`src/rtl/qbd_port_pkg.sv`:
```
package qbd_port_pkg;

    // Drive state requested for one pin
    typedef enum logic [1:0] {
        DRV_NONE = 2'd0,
        DRV_LOW  = 2'd1,
        DRV_HIGH = 2'd2,
        DRV_WEAK = 2'd3
    } pin_drv_e;

    // Physical enables derived from a drive state
    typedef struct packed {
        logic lo;
        logic hi;
        logic pu;
    } pin_ctl_t;

    function automatic pin_ctl_t drv_to_ctl(input pin_drv_e drv);
        pin_ctl_t c;
        c = '0;
        case (drv)
            DRV_LOW:  c.lo = 1'b1;
            DRV_HIGH: c.hi = 1'b1;
            DRV_WEAK: c.pu = 1'b1;
            default:  c = '0;
        endcase
        return c;
    endfunction

endpackage

```
`src/rtl/qbd_latch_bank.sv`:
```
module qbd_latch_bank #(
    parameter int WIDTH = 8,
    parameter int SEL_W = $clog2(WIDTH)
) (
    input  logic             clk,
    input  logic             rst_n,
    input  logic             hold,
    input  logic             byte_en,
    input  logic [WIDTH-1:0] byte_data,
    input  logic             bit_en,
    input  logic [SEL_W-1:0] bit_sel,
    input  logic             bit_val,
    output logic [WIDTH-1:0] latch_q
);

    typedef struct packed {
        logic [WIDTH-1:0] latch;
    } bank_st_t;

    bank_st_t st_d, st_q;

    always_comb begin
        st_d = st_q;
        if (!hold) begin
            if (byte_en) begin
                st_d.latch = byte_data;
            end
            // single-bit write lands after the byte so it wins on its bit
            if (bit_en && (int'(bit_sel) < WIDTH)) begin
                st_d.latch[bit_sel] = bit_val;
            end
        end
    end

    always_ff @(posedge clk or negedge rst_n) begin
        if (!rst_n) begin
            st_q <= '1;
        end else begin
            st_q <= st_d;
        end
    end

    assign latch_q = st_q.latch;

endmodule

```
`src/rtl/qbd_sync.sv`:
```
module qbd_sync #(
    parameter int   WIDTH    = 8,
    parameter int   STAGES   = 2,
    parameter logic RST_ONES = 1'b1
) (
    input  logic             clk,
    input  logic             rst_n,
    input  logic [WIDTH-1:0] din,
    output logic [WIDTH-1:0] dout
);

    typedef struct packed {
        logic [STAGES-1:0][WIDTH-1:0] stage;
    } sync_st_t;

    sync_st_t st_d, st_q;

    always_comb begin
        st_d = st_q;
        st_d.stage[0] = din;
        for (int k = 1; k < STAGES; k++) begin
            st_d.stage[k] = st_q.stage[k-1];
        end
    end

    always_ff @(posedge clk or negedge rst_n) begin
        if (!rst_n) begin
            st_q <= RST_ONES ? '1 : '0;
        end else begin
            st_q <= st_d;
        end
    end

    assign dout = st_q.stage[STAGES-1];

endmodule

```
`src/rtl/qbd_pin_cell.sv`:
```
module qbd_pin_cell
    import qbd_port_pkg::*;
#(
    parameter bit TRUE_BIDIR = 1'b0
) (
    input  logic bus_mode,
    input  logic bus_bit,
    input  logic latch_bit,
    input  logic alt_sel,
    input  logic alt_bit,
    output logic drv_lo,
    output logic drv_hi,
    output logic pu_en
);

    pin_drv_e drv;
    pin_ctl_t ctl;
    logic     out_val;

    always_comb begin
        // the alternate output can only pull low; a 0 latch always wins
        out_val = latch_bit & (~alt_sel | alt_bit);
        if (bus_mode) begin
            drv = bus_bit ? DRV_HIGH : DRV_LOW;
        end else if (!out_val) begin
            drv = DRV_LOW;
        end else if (TRUE_BIDIR) begin
            drv = DRV_NONE;
        end else begin
            drv = DRV_WEAK;
        end
        ctl = drv_to_ctl(drv);
    end

    assign drv_lo = ctl.lo;
    assign drv_hi = ctl.hi;
    assign pu_en  = ctl.pu;

endmodule

```
`src/rtl/qbd_port.sv`:
```
module qbd_port #(
    parameter int WIDTH       = 8,
    parameter int SYNC_STAGES = 2,
    parameter bit TRUE_BIDIR  = 1'b0
) (
    input  logic                     clk,
    input  logic                     rst_n,
    input  logic                     wr_byte_en,
    input  logic [WIDTH-1:0]         wr_byte_data,
    input  logic                     wr_bit_en,
    input  logic [$clog2(WIDTH)-1:0] wr_bit_sel,
    input  logic                     wr_bit_val,
    input  logic                     addr_mode,
    input  logic [WIDTH-1:0]         bus_out,
    input  logic [WIDTH-1:0]         alt_en,
    input  logic [WIDTH-1:0]         alt_out,
    input  logic [WIDTH-1:0]         pin_in,
    output logic [WIDTH-1:0]         drv_lo,
    output logic [WIDTH-1:0]         drv_hi,
    output logic [WIDTH-1:0]         pu_en,
    output logic [WIDTH-1:0]         rd_pin,
    output logic [WIDTH-1:0]         rd_latch,
    output logic [WIDTH-1:0]         alt_in
);

    localparam int SEL_W = $clog2(WIDTH);

    logic [WIDTH-1:0] latch_q;
    logic [WIDTH-1:0] pin_sync;

    qbd_latch_bank #(
        .WIDTH (WIDTH),
        .SEL_W (SEL_W)
    ) u_latch (
        .clk       (clk),
        .rst_n     (rst_n),
        .hold      (addr_mode),
        .byte_en   (wr_byte_en),
        .byte_data (wr_byte_data),
        .bit_en    (wr_bit_en),
        .bit_sel   (wr_bit_sel),
        .bit_val   (wr_bit_val),
        .latch_q   (latch_q)
    );

    qbd_sync #(
        .WIDTH    (WIDTH),
        .STAGES   (SYNC_STAGES),
        .RST_ONES (1'b1)
    ) u_sync (
        .clk   (clk),
        .rst_n (rst_n),
        .din   (pin_in),
        .dout  (pin_sync)
    );

    for (genvar i = 0; i < WIDTH; i++) begin : g_pin
        qbd_pin_cell #(
            .TRUE_BIDIR (TRUE_BIDIR)
        ) u_cell (
            .bus_mode  (addr_mode),
            .bus_bit   (bus_out[i]),
            .latch_bit (latch_q[i]),
            .alt_sel   (alt_en[i]),
            .alt_bit   (alt_out[i]),
            .drv_lo    (drv_lo[i]),
            .drv_hi    (drv_hi[i]),
            .pu_en     (pu_en[i])
        );
    end

    assign rd_latch = latch_q;
    assign rd_pin   = pin_sync;
    assign alt_in   = pin_sync;

endmodule

```
`config.mk`:
```
export PLATFORM = sky130hd
export DESIGN_NAME = qbd_port
export DESIGN_NICKNAME = d
export VERILOG_FILES = /design/src/rtl/qbd_port_pkg.sv /design/src/rtl/qbd_latch_bank.sv /design/src/rtl/qbd_sync.sv /design/src/rtl/qbd_pin_cell.sv /design/src/rtl/qbd_port.sv
export SDC_FILE = /design/constraint.sdc
export NUM_CORES = 1
export LEC_CHECK = 0
export CAP_MARGIN = 0
export CELL_PAD_IN_SITES_DETAIL_PLACEMENT = 1
export CELL_PAD_IN_SITES_GLOBAL_PLACEMENT = 2
export CORE_MARGIN = 5
export CORE_UTILIZATION = 21
export CTS_CLUSTER_DIAMETER = 120
export DETAILED_ROUTE_END_ITERATION = 10
export PLACE_DENSITY_LB_ADDON = 0.1
export RECOVER_POWER = 25
export SLEW_MARGIN = 5
export SYNTH_ARGS = -nofsm -noshare
export SYNTH_HDL_FRONTEND = slang
export SYNTH_SLANG_ARGS = --single-unit
```
`constraint.sdc`:
```
create_clock -name clk -period 2.8 [get_ports clk]
set_input_delay 0.42 -clock clk [delete_from_list [all_inputs] [get_ports clk]]
set_output_delay 0.42 -clock clk [all_outputs]
set_load 0.1 [all_outputs]
```
Word-level counts from Yosys, hierarchy flattened. Cells that the tools add are included.

Input bits: 49. Bits in registers: 24. Word-level logic and storage cells: 108. Memories: 0. ROM bits: 0. Bits in latches: 0. RAM bits: 0.

$lt $le $gt $ge: 2. Eq/ne operators: 24. Shift-type cells: 0. Div/mod/pow operators: 0. Bitwise gates (word level): 24. Mux-type cells: 54. Reduce and logical (&&, ||, !) cells: 1. Add/sub/neg operators: 0. $mul: 0.

Operators by type and width (number): $mux 2 (24); $eq 2x2->1 const B (16); $mux 1 (25); $mux 8 (3); $eq 2x1->1 const B (8); $and 1x1->1 (8); $bwmux 8 (1); $not 1->1 (8); $or 1x1->1 (8); $lt 3x4->1 const B (1); $demux 1 s3 (1); $ge 3x1->1 const B (1); $logic_and 1x1->1 (1).

Longest topological paths before layout.
Depth after elaboration: 7. Depth in mapped cells: 5.

Hierarchy. From an unflattened synthesis, not the netlist that was laid out.

Cells, all modules: 117. Area total of the unflattened synthesis: 1292.5 um^2.

By module, submodules not included: qbd_latch_bank (area an instance 551.8 um^2, sequential area each 210.2 um^2, times used 1, cells an instance 53); qbd_sync (area an instance 420.4 um^2, sequential area each 420.4 um^2, times used 1, cells an instance 16); qbd_pin_cell (area an instance 32.5 um^2, sequential area each 0.0 um^2, times used 8, cells an instance 5); qbd_port (area an instance 60.1 um^2, sequential area each 0.0 um^2, times used 1, cells an instance 8).

Worst setup path after synthesis. No wires, ideal clock.

Path kind: input to output. Start: input port addr_mode. End: output port drv_hi[0]. Path slack: 1022 ps. Buffers on the path: 3. Required time: 2380 ps. Cell stages on the path: 4. Arrival: 1358 ps. Cells stage by stage: clkbuf_1 clkbuf_1 and2_1 buf_4.

Word-level cells in the longest chain between the ends: 3.

Ends and longest elaborated chain: start: declaration (RTL line qbd_port.sv:13) `input logic addr_mode,`; $mux 2 (RTL line qbd_pin_cell.sv:23) `if (bus_mode) begin`; $eq 2x2->1 (RTL line qbd_port_pkg.sv:21) `case (drv)`; $mux 1 (RTL line qbd_port_pkg.sv:21); end: declaration (RTL line qbd_port.sv:19) `output logic [WIDTH-1:0] drv_hi,`.

Every way passes these cells.

Final worst setup path.
Start: input port addr_mode. End: output port drv_lo[4].

Word-level cells in the longest chain between the ends: 3.

Ends and longest elaborated chain: $mux 2 (RTL line qbd_pin_cell.sv:23); $eq 2x1->1 (RTL line qbd_port_pkg.sv:21); $mux 1 (RTL line qbd_port_pkg.sv:21); end: declaration (RTL line qbd_port.sv:18) `output logic [WIDTH-1:0] drv_lo,`.

Every way passes these cells.

==> metrics.log <==
[metrics] overall die height: 93.42 um
[metrics] crit path DAT: 1.86 ns
[metrics] Post-Synthesis Cell Area: 0.001461 mm2
[metrics] buffer cell driving the clock tree root: sky130_fd_sc_hd__clkbuf_8
[metrics] effective utilization at floorplan: 21.51%
[metrics] port bufs: 96
[metrics] count of warnings emitted by yosys: 0
[metrics] Routed met1 length: 1.581 mm
[metrics] Vias per Instance: 4.041
[metrics] total number of nets in the final design: 250
[metrics] area enclosed by the die boundary: 0.008727 mm2
[metrics] Crit-path slowest cell: sky130_fd_sc_hd__nor3b_1
[metrics] overall die width: 93.42 um
[metrics] Static Leak: 1.023 nW
[metrics] Setup Skew: 0.0003574 ns
[metrics] DRC Markers: 0
[metrics] initial antenna violation count: 0
[metrics] crit-path leading delay family: buffers and inverters
[metrics] met3 routed wirelength: 320 um
[metrics] boundary pin count: 97
[metrics] fraction of the core area covered by cells at the end of the flow: 36.59%
[metrics] final worst-path cycle share: 81.60%
[metrics] instance count on the critical path: 5
[metrics] cell area power density: 631.8 mW/mm2
[metrics] Detailed Route Iter0 Violations: 22
[metrics] average footprint of a synthesized cell: 10.22 um2
[metrics] worst reg-to-reg path cell count: 3
[metrics] CTS HTree Levels: 1
[metrics] worst slew margin relative to its limit: 13.40%
[metrics] vias in the first global route: 1,346
[metrics] wire length reported by the detailed router: 4.333 mm
[metrics] Worst-Skew Late Latency: 0.26 ns
[metrics] number of failing setup endpoints in the final timing report: 0
[metrics] routed length on met2: 2.427 mm
[metrics] share of synthesized area occupied by flip-flops and latches: 43.15%
[metrics] Fill cells: 752
[metrics] commonest non-fill, non-tap cells in the layout: 39 x sky130_fd_sc_hd__clkdlybuf4s50_1, 25 x sky130_fd_sc_hd__buf_4, 24 x sky130_fd_sc_hd__buf_12, 24 x sky130_fd_sc_hd__dfstp_2, 17 x sky130_fd_sc_hd__nor2b_1
[metrics] Hold Path Cell Cnt: 0
[metrics] layout-stage area growth over the synthesis result: 70.12%
[metrics] CP Cell Sequence: clkdlybuf4s50_1 > buf_4 > nor3b_1 > nor2_1 > buf_12
[metrics] global route total overflow: 0
[metrics] synthesis-stage register bit count: 24
[metrics] largest stage delay on the critical path: 0.47 ns
[metrics] fraction of layout instances using a drive strength above 1: 39.00%
[metrics] total clock buffers created by CTS: 3
[metrics] number of vias after detailed routing: 1,196
[metrics] final count of pins violating max slew: 0
[metrics] TritonCTS Sinks: 24
[metrics] postcts setup bufs: 0
[metrics] detailed placer's ending HPWL: 3.512 mm
[metrics] top routing layer in use: met4
[metrics] power consumption: 1.571 mW
[metrics] Syn Inst Count: 143
[metrics] worst-margin pin slew: 1.299 ns
[metrics] Max clock buf depth: 2
[metrics] 1st-pass router iterations: 2
[metrics] number of inserted diodes: 0
[metrics] element type at the critical path end: output pin
[metrics] number of buffers inserted by hold repair at cts: 0
[metrics] Placement Rows: 30
[metrics] post-synthesis net count: 192
[metrics] Final Hold Fails: 0
[metrics] hold crit path type: reg -> reg
[metrics] combined buffer and inverter count along the critical path: 3
[metrics] first-pass GRT wire length: 6.824 mm
[metrics] result of the run: finished clean
[metrics] count of maximum capacitance violations: 0
[metrics] f_max: 437.7 MHz
[metrics] final critical-path required period: 2.285 ns
[metrics] most common cell after layout, fill and taps aside: sky130_fd_sc_hd__clkdlybuf4s50_1
[metrics] category of the worst setup path launch point: input pin
[metrics] gpl congestion: 0.6610
[metrics] number of gates resized after cts: 0
[metrics] type of the setup path with the least slack: in -> out
[metrics] maximum fanout along the worst path: 26
[metrics] clock-pin slew on the worst setup and hold paths: 0.08 ns
[metrics] drt wl/cell: 14.64 um
[metrics] clock tree from TritonCTS: yes
[metrics] Core Box Area: 0.006794 mm2
[metrics] pin count of the biggest net entering global routing: 27
[metrics] overall track demand over capacity in global routing: 9.838%
[metrics] Synth cell types: 18
[metrics] worst IR drop on VDD: 0.0002342 V
[metrics] setup TNS: 0 ns
[metrics] required time of the critical path: 2.38 ns
[metrics] unrepaired setup endpoints after global routing: no
[metrics] antenna viol nets, final: 0
## through the flow
| stage | area (um2) | hold slack (ns) | std cells | setup WS, ns |
|---|---|---|---|---|
| final | 2486 | 0.3587 | 296 | 0.5152 |
| after global routing | 2486 | 0.3646 | 296 | 0.3864 |
| after CTS | 2490 | 0.3607 | 296 | 0.4895 |
| after detailed placement | 2419 | 0.3475 | 292 | 0.5051 |
| after global placement | 2419 | 0.3465 | 292 | 0.5645 |
| after floorplan | 1461 | 0.2722 | 143 | 1.022 |
## registers in the layout (all words and copies together), names as in the netlist
register / cells
u_sync.st_d: 8
u_latch.latch_q: 8
u_sync.dout: 8
## report_power, final
group | leakage [nW] | switching [mW] | internal, mW
Sequential | 0.252 | 0.0274 | 0.404
Combinational | 0.735 | 0.581 | 0.257
Clock | 0.0357 | 0.110 | 0.191
Total | 1.02 | 0.718 | 0.852
## area by class of cell
type                    count  area, um2  share of cell area (%)
clock buffers               3      41.29                   1.661
well taps                  96      120.1                   4.831
clock inverters             1      30.03                   1.208
repair buffers             98       1152                   46.35
multi-input cells          74      511.7                   20.58
flip-flops and latches     24      630.6                   25.36
## worst paths after layout
check	slack (ns)	to	start
worst min register to register	0.36	u_sync.dout[4]	u_sync.st_d[12]
worst max register to register	1.85	u_latch.latch_q[7]	u_latch.latch_q[7]
min in group asynchronous	1.48	u_sync.dout[2]	rst_n
worst max-delay path	0.52	drv_lo[4]	addr_mode
worst min-delay path	0.36	u_sync.dout[4]	u_sync.st_d[12]
max in group asynchronous	1.28	u_latch.latch_q[1]	rst_n
## Yosys cell counts
master	number	area share (%)
sky130_fd_sc_hd__a32oi_1	8	4.8
sky130_fd_sc_hd__and2_1	8	3.4
sky130_fd_sc_hd__nand2_1	7	1.8
sky130_fd_sc_hd__nand4_1	1	0.43
sky130_fd_sc_hd__nand4bb_1	3	2.3
sky130_fd_sc_hd__dfstp_2	24	43
sky130_fd_sc_hd__buf_1	1	0.26
sky130_fd_sc_hd__nand3b_1	1	0.51
sky130_fd_sc_hd__mux2i_1	7	4.8
sky130_fd_sc_hd__nand4b_1	3	1.8
sky130_fd_sc_hd__or4b_4	1	0.94
sky130_fd_sc_hd__nor3b_1	8	4.1
sky130_fd_sc_hd__nor2b_1	17	7.3
sky130_fd_sc_hd__nor2_1	8	2.1
sky130_fd_sc_hd__nand2b_1	1	0.43
sky130_fd_sc_hd__nand3_1	1	0.34
sky130_fd_sc_hd__buf_4	40	21
sky130_fd_sc_hd__clkbuf_1	4	1.0
## metal layers
metal	up-vias	track usage, %
li1	561	-
met1	581	10.30
met2	52	19.06
met3	2	3.138
met4	0	1.832
met5	-	0
## cell families (layout without fill, tap and decap cells)
logic type      Yosys count  after routing  synth area share [%]
simple gates             59             59                 25.43
buf+inv                  45            102                 21.83
compound gates            8              8                 4.795
mux                       7              7                 4.795
flops                    24             24                 43.15
No activity file was read; power rests on OpenSTA's default activity.
